--- config.mk ---
export PLATFORM = sky130hd
export DESIGN_NAME = fp64_round_stage
export DESIGN_NICKNAME = d
export VERILOG_FILES = /design/src/rtl/fpr_pkg.sv /design/src/rtl/fpr_decide.sv /design/src/rtl/fpr_incr.sv /design/src/rtl/fp64_round_stage.sv
export SDC_FILE = /design/constraint.sdc
export NUM_CORES = 1
export LEC_CHECK = 0
export BUFFER_PORTS_ARGS = -buffer_cell sky130_fd_sc_hd__buf_2
export CAP_MARGIN = 5
export CORE_UTILIZATION = 51
export DETAILED_ROUTE_END_ITERATION = 12
export PLACE_DENSITY = 0.92
export SLEW_MARGIN = 20
export SYNTH_ARGS = -nofsm -noshare
export SYNTH_HDL_FRONTEND = slang
export SYNTH_SLANG_ARGS = --single-unit
--- constraint.sdc ---
create_clock -name clk_i -period 3.1 [get_ports clk_i]
set_input_delay 0.31 -clock clk_i [delete_from_list [all_inputs] [get_ports clk_i]]
set_output_delay 0.31 -clock clk_i [all_outputs]
set_load 0.02 [all_outputs]
--- src/rtl/fpr_pkg.sv ---
package fpr_pkg;
    localparam int FRAC_W = 52;
    localparam int EXP_W  = 11;

    typedef enum logic [1:0] {
        RND_NEAR_EVEN = 2'b00,
        RND_TO_ZERO   = 2'b01,
        RND_TO_POS    = 2'b10,
        RND_TO_NEG    = 2'b11
    } rnd_mode_e;
endpackage

--- src/rtl/fpr_decide.sv ---
module fpr_decide (
    input  logic [1:0] mode_i,
    input  logic       sign_i,
    input  logic       lsb_i,
    input  logic       guard_i,
    input  logic       sticky_i,
    output logic       bump_o,
    output logic       tail_o
);
    import fpr_pkg::*;

    rnd_mode_e mode;

    always_comb begin
        mode   = rnd_mode_e'(mode_i);
        tail_o = guard_i | sticky_i;
        unique case (mode)
            RND_NEAR_EVEN: bump_o = guard_i & (sticky_i | lsb_i);
            RND_TO_ZERO:   bump_o = 1'b0;
            RND_TO_POS:    bump_o = ~sign_i & tail_o;
            RND_TO_NEG:    bump_o = sign_i & tail_o;
            default:       bump_o = 1'b0;
        endcase
    end
endmodule

--- src/rtl/fpr_incr.sv ---
module fpr_incr #(
    parameter int FRAC_W = 52,
    parameter int EXP_W  = 11
) (
    input  logic [FRAC_W+1:0] body_i,
    input  logic [EXP_W:0]    exp_i,
    input  logic              bump_i,
    output logic [FRAC_W-1:0] frac_o,
    output logic [EXP_W:0]    exp_o
);
    localparam int BODY_W = FRAC_W + 2;

    logic [BODY_W-1:0] sum;
    logic              carry;

    always_comb begin
        sum   = body_i + {{(BODY_W-1){1'b0}}, bump_i};
        carry = sum[BODY_W-1];
        if (carry) begin
            frac_o = sum[FRAC_W:1];
            exp_o  = exp_i + {{EXP_W{1'b0}}, 1'b1};
        end else begin
            frac_o = sum[FRAC_W-1:0];
            exp_o  = exp_i;
        end
    end
endmodule

--- src/rtl/fp64_round_stage.sv ---
module fp64_round_stage #(
    parameter int FRAC_W = fpr_pkg::FRAC_W,
    parameter int EXP_W  = fpr_pkg::EXP_W
) (
    input  logic                    clk_i,
    input  logic                    rst_i,
    input  logic                    en_i,
    input  logic [1:0]              rnd_mode_i,
    input  logic                    sign_i,
    input  logic [EXP_W:0]          exp_i,
    input  logic [FRAC_W+3:0]       mant_i,
    output logic [FRAC_W+EXP_W:0]   res_o,
    output logic [EXP_W:0]          exp_o,
    output logic                    inexact_o
);
    localparam int MANT_W = FRAC_W + 4;
    localparam int WORD_W = FRAC_W + EXP_W + 1;
    localparam int SIGN_B = WORD_W - 1;

    typedef struct packed {
        logic [WORD_W-1:0] word;
        logic [EXP_W:0]    expo;
        logic              inexact;
    } stage_t;

    stage_t stage_d, stage_q;

    logic              bump, tail;
    logic [FRAC_W-1:0] frac_r;
    logic [EXP_W:0]    exp_r;

    fpr_decide i_decide (
        .mode_i   (rnd_mode_i),
        .sign_i   (sign_i),
        .lsb_i    (mant_i[2]),
        .guard_i  (mant_i[1]),
        .sticky_i (mant_i[0]),
        .bump_o   (bump),
        .tail_o   (tail)
    );

    fpr_incr #(.FRAC_W(FRAC_W), .EXP_W(EXP_W)) i_incr (
        .body_i (mant_i[MANT_W-1:2]),
        .exp_i  (exp_i),
        .bump_i (bump),
        .frac_o (frac_r),
        .exp_o  (exp_r)
    );

    always_comb begin
        stage_d = stage_q;
        if (en_i) begin
            stage_d.word    = {sign_i, exp_r[EXP_W-1:0], frac_r};
            stage_d.expo    = exp_r;
            stage_d.inexact = tail;
        end
    end

    always_ff @(posedge clk_i) begin
        if (rst_i) stage_q <= '0;
        else       stage_q <= stage_d;
    end

    assign res_o     = stage_q.word;
    assign exp_o     = stage_q.expo;
    assign inexact_o = stage_q.inexact;

    p_reset_r1: assert property (@(posedge clk_i)
        rst_i |=> (res_o == '0) && (exp_o == '0) && !inexact_o);

    p_exact_r2: assert property (@(posedge clk_i) disable iff (rst_i)
        (en_i && !mant_i[1] && !mant_i[0])
        |=> (exp_o == $past(exp_i)) && (res_o[FRAC_W-1:0] == $past(mant_i[FRAC_W+1:2])));

    p_trunc_r3: assert property (@(posedge clk_i) disable iff (rst_i)
        (en_i && rnd_mode_i == 2'b01 && !mant_i[MANT_W-1])
        |=> (exp_o == $past(exp_i)) && (res_o[FRAC_W-1:0] == $past(mant_i[FRAC_W+1:2])));

    p_carry_r6: assert property (@(posedge clk_i) disable iff (rst_i)
        en_i |=> (exp_o == $past(exp_i))
              || ((exp_o == $past(exp_i) + 1'b1) && (res_o[FRAC_W-1:0] == '0)));

    p_inexact_r7: assert property (@(posedge clk_i) disable iff (rst_i)
        en_i |=> inexact_o == $past(mant_i[1] | mant_i[0]));

    p_pack_r8: assert property (@(posedge clk_i) disable iff (rst_i)
        en_i |=> (res_o[SIGN_B] == $past(sign_i))
              && (res_o[FRAC_W +: EXP_W] == exp_o[EXP_W-1:0]));

    p_hold_r9: assert property (@(posedge clk_i) disable iff (rst_i)
        !en_i |=> $stable(res_o) && $stable(exp_o) && $stable(inexact_o));
endmodule

Yosys cells after proc, flatten, opt, wreduce, memory -nomap -nowiden
Index checks and enable logic that the tools add are counted.
Word-level totals
  bits of input ports: 74
  word-level logic and storage cells: 18
  register bits: 77
  output and inout bits: 77
Cells by class
  bitwise operators: 6
  equality and inequality tests: 3
  reduce and logical (&&, ||, !) cells: 1
  multiplexer cells: 3
  add/sub/neg operators: 2
Operators with widths (count)
  $add A54 B1 Y54: 1
  $mux W52: 1
  $add A12 B1 Y12 const B: 1
  $mux W12: 1
  $eq A2 B2 Y1 const B: 2
  $pmux W1 S4: 1
  $and A1 B1 Y1: 3
  $eq A2 B1 Y1 const B: 1
  $logic_not A2 Y1: 1
  $or A1 B1 Y1: 2
  $not A1 Y1: 1

Depth between registers and ports, before layout
  word-level depth: 5
  gate-level depth with buffers: 13
  gate-level depth less buffers: 12

Modules after synthesis
From an unflattened synthesis, not the netlist that was laid out.
Unflattened totals
  cell total of the unflattened synthesis: 687
  area, all modules: 5418.9 um^2
Modules (own cells, without submodules)
  fpr_incr: seq. area each 0.0 um^2, cells an instance 457, area an instance 2907.8 um^2, instances 1
  fp64_round_stage: seq. area each 1321.3 um^2, cells an instance 224, area an instance 2469.9 um^2, instances 1
  fpr_decide: seq. area each 0.0 um^2, cells an instance 6, area an instance 41.3 um^2, instances 1

Worst setup path after synthesis
No wires, ideal clock.
  path kind: input to register
  start: input rnd_mode_i[0]
  end: register stage_q, in the netlist res_o[41]
  path slack: 0.383 ns
  arrival: 2.625 ns
  required time: 3.008 ns
  buffers on the path: 1
  stages on the path: 13
  setup time: 0.092 ns
  cell sequence: inv_1 a21oi_1 a31oi_1 o221a_2 ha_1 ha_1 nand4_1 or2_2 clkbuf_1 nor4_1 xor2_1 nor2_1 o32ai_1
On the way
  word-level cells in the longest chain between the ends: 4
  elaborated cells between the ends (all ways): 7
  classes of those cells: 1 x add/sub; 3 x eq/ne; 2 x mux; 1 x reduce/logical
Ends and longest elaborated chain
  from (decl): line fp64_round_stage.sv:8  | input logic [1:0] rnd_mode_i,
  $eq A2 B2 Y1 (tied with other cells): line fpr_decide.sv:17  | unique case (mode)
  $pmux W1 S4 (*): line fpr_decide.sv:17
  $add A54 B1 Y54 (*): line fpr_incr.sv:17  | sum = body_i + {{(BODY_W-1){1'b0}}, bump_i};
  $mux W52 (*): line fpr_incr.sv:19  | if (carry) begin
  to (signal assigned): line fp64_round_stage.sv:61  | else stage_q <= stage_d;
  to (decl): line fp64_round_stage.sv:26  | stage_t stage_d, stage_q;
Every way passes the cells marked *; elsewhere a longest branch is shown, timed or not.
A chain may end at the register's enable or synchronous reset.

Worst setup path in the final report
  start: input mant_i[2]
  end: register stage_q, in the netlist res_o[26]
On the way
  word-level cells in the longest chain between the ends: 5
Ends and longest elaborated chain
  from (decl): line fp64_round_stage.sv:11  | input logic [FRAC_W+3:0] mant_i,
  $or A1 B1 Y1: line fpr_decide.sv:18  | RND_NEAR_EVEN: bump_o = guard_i & (sticky_i | lsb_i);
  $and A1 B1 Y1: line fpr_decide.sv:18
  $pmux W1 S4: line fpr_decide.sv:17
  $add A54 B1 Y54 (*): line fpr_incr.sv:17
  $mux W52 (*): line fpr_incr.sv:19
Marks and branches as above.

==> reports/metrics.cfg <==
[status]
status=completed

[sta]
setup_tns_ns=0
worst_pin_slew_ns=1.058
drv_slew=0
setup_violations=0
skew_ns=0
slew_headroom_pct=29.44
period_needed_ns=2.752
hold_viol=0
max_freq_ghz=0.3634
finalCritPeriodShare_pct=88.77
fin_hold_ws_ns=0.2456
rsz0062_at_grt=false

[critical_path]
crit_start=mant_i[2]
crit_type=input port to flop
cp_slowest_cell=xnor2_2
start_kind=input port
end_kind=flop
cp.buffers_inverters=2
path_max_fanout=30
reg2reg_depth=2
crit_family=compound AO/OA/AOI/OAI gates
cp.required_ns=3.34
r2r_start=res_o[54]
cp_cell_sequence=buf_2 > o21a_1 > o221a_2 > ha_1 > and4_1 > nand4_1 > nor4_4 > xnor2_2 > buf_4 > nor2_1 > o32ai_1
crit_arrival_ns=2.99
worstReg2RegEnd=res_o[54]
r2r_setup_slack_ns=2.31
max_stage_delay_ns=0.60

[clock_tree]
holdBufCountCts=0
tritoncts=done
cts_sinks=66
post-cts-setup-buffers=0
cts_buffers=9
clkTransAtPathRegs_ns=0.08
insertion_delay_ns=0.34
ctsResizeCount=0
clk_path_buf_depth=2
cts.htree.levels=3
cts_root_buf=clkbuf_8

[global_routing]
grtUsageTotal_pct=29.35
grt_overflow=0
grt_start_max_net_pins=80
grt_pass1_vias=4555
antenna_found_initial=1
grt_pass1_wl_um=21270

[run]
max-cap-violations=0

[logic_synthesis]
netlist_area_mm2=0.004476
netlist.area_leader.share_pct=29.52
synth_cell_types=42
synthCells=587
yosysMostFrequentCell=nor2_1
syn_area_per_cell_um2=7.624
synth_seq_cells=66
synthTopCellsByArea=dfxtp_1, nor2_1, o32ai_1, nand2b_1, xor2_1
async_flop_share_pct=0
syn_nets=664
synth_edf_count=0
synth-warning-count=0
yosys_most_used_dff=dfxtp_1
synth_top_area_cell=dfxtp_1
ys_seq_area_share_pct=29.52
synth.top_cells.by_count=nor2_1, dfxtp_1, nand2b_1

[final_layout]
diodes=0
drive_gt1_share_pct=26.51
syn_to_final_growth_pct=21.92
final_cell_area_mm2=0.005456
nets=787

[routing]
first_pass_iters=5
routed_wl_um=13400
avgRoutedWirePerCell_um=16.38
ant_nets=0
drt_iter0_drc=326
drc=0
via_per_inst=6.108
vias=4996

[place]
place.gp.congestion=0.9439
dp_hpwl_um=9400
io_buffers=150
postPlaceCellArea_mm2=0.005265

[floorplanning]
start_util_pct=53.66
dieArea_mm2=0.009155
dieHeight_um=95.68
die_w_um=95.68
core_mm2=0.008341
fp-row-count=33
num_io_pins=151

[power]
ir_worst_vdd_v=0.0002319
p_per_area_mw_per_mm2=405.0
p_leak_nw=2.292

[worst_hold_path]
min_from=exp_i[11]
worstHoldEndpoint=exp_o[11]
hold_depth=3
hold_class=input port to flop

==> worst register-to-register path, cell delays in order (launching register included) <==
cell and delay (ns):
dfxtp_1 0.38, nor2_1 0.05, a311oi_1 0.26
==> layout by cell type (no fill, tap or decap), types with 8 or more instances in the layout <==
cell / Yosys / layout
o32ai_1: 51 / 51
inv_1: 9 / 9
nor4_1: 20 / 20
or4_1: 11 / 11
nand3_1: 26 / 26
buf_4: 11 / 15
xnor2_1: 21 / 20
nand2_1: 18 / 18
a311oi_1: 12 / 12
xor2_1: 31 / 30
nand4_1: 26 / 26
and4_1: 8 / 8
buf_2: 8 / 150
dfxtp_1: 66 / 66
clkbuf_8: 0 / 11
nand2b_1: 53 / 52
nor3_1: 9 / 9
nor2_1: 123 / 123
==> logic make-up (layout without fill, tap and decap cells) <==
kind of cell / after synthesis / after routing / synth area share (%)
XOR/XNOR: 52 / 52 / 10.18
AO/OA/AOI/OAI: 81 / 81 / 15.15
adder cells (fa/ha/maj): 3 / 3 / 0.8388
flip-flops: 66 / 66 / 29.52
AND/OR/NAND/NOR: 321 / 321 / 37.66
buffers and inverters: 63 / 189 / 6.430
multiplexers: 1 / 1 / 0.2237
==> through the flow <==
step / std cells / setup slack, ns / util [%] / power (mW)
2_1_floorplan: 587 / 0.3830 / - / 1.287
3_3_place_gp: 804 / 0.1263 / 63.13 / 1.470
3_5_place_dp: 804 / 0.01624 / 63.13 / 1.484
4_1_cts: 818 / 0.3741 / 65.42 / 2.208
5_1_grt: 818 / 0.09645 / 65.42 / 2.306
6_report: 818 / 0.3482 / 65.42 / 2.210
==> worst max path at each step <==
stage	end	cells after the start
after floorplan	res_o[41]	13
after global placement	res_o[36]	11
after detailed placement	res_o[26]	11
after CTS	res_o[26]	11
after global routing	res_o[31]	13
final	res_o[26]	11
==> state kept, by name (all words and copies together) (netlist names) <==
| name | flops |
|---|---|
| res_o | 64 |
| exp_o | 1 |
| inexact_o | 1 |
==> per-layer routing <==
layer,vias up,routed length [um],part of all wire (%),track usage [%]
met2,251,6455,48,50.06
met1,2332,5608,42,36.33
met3,33,1065,7.9,5.901
met5,-,14,0.10,0
li1,2378,-,-,-
met4,2,253,1.9,10.82
==> power breakdown <==
part | internal [mW] | switching [mW] | total [mW] | leakage, nW
clock | 0.404 | 0.331 | 0.735 | 0.101
combinational | 0.196 | 0.333 | 0.528 | 1.64
sequential | 0.910 | 0.0362 | 0.946 | 0.547
==> final cells by class <==
type / instances / area [um^2]
sequential: 66 / 1321
clock inverter: 3 / 40.04
tap: 105 / 131.4
multi-input combinational: 458 / 2895
timing repair buffer: 166 / 883.3
inverter: 9 / 33.78
clock buffer: 11 / 151.4
fill: 722 / 2884
Power figures use the tool's default switching activity.
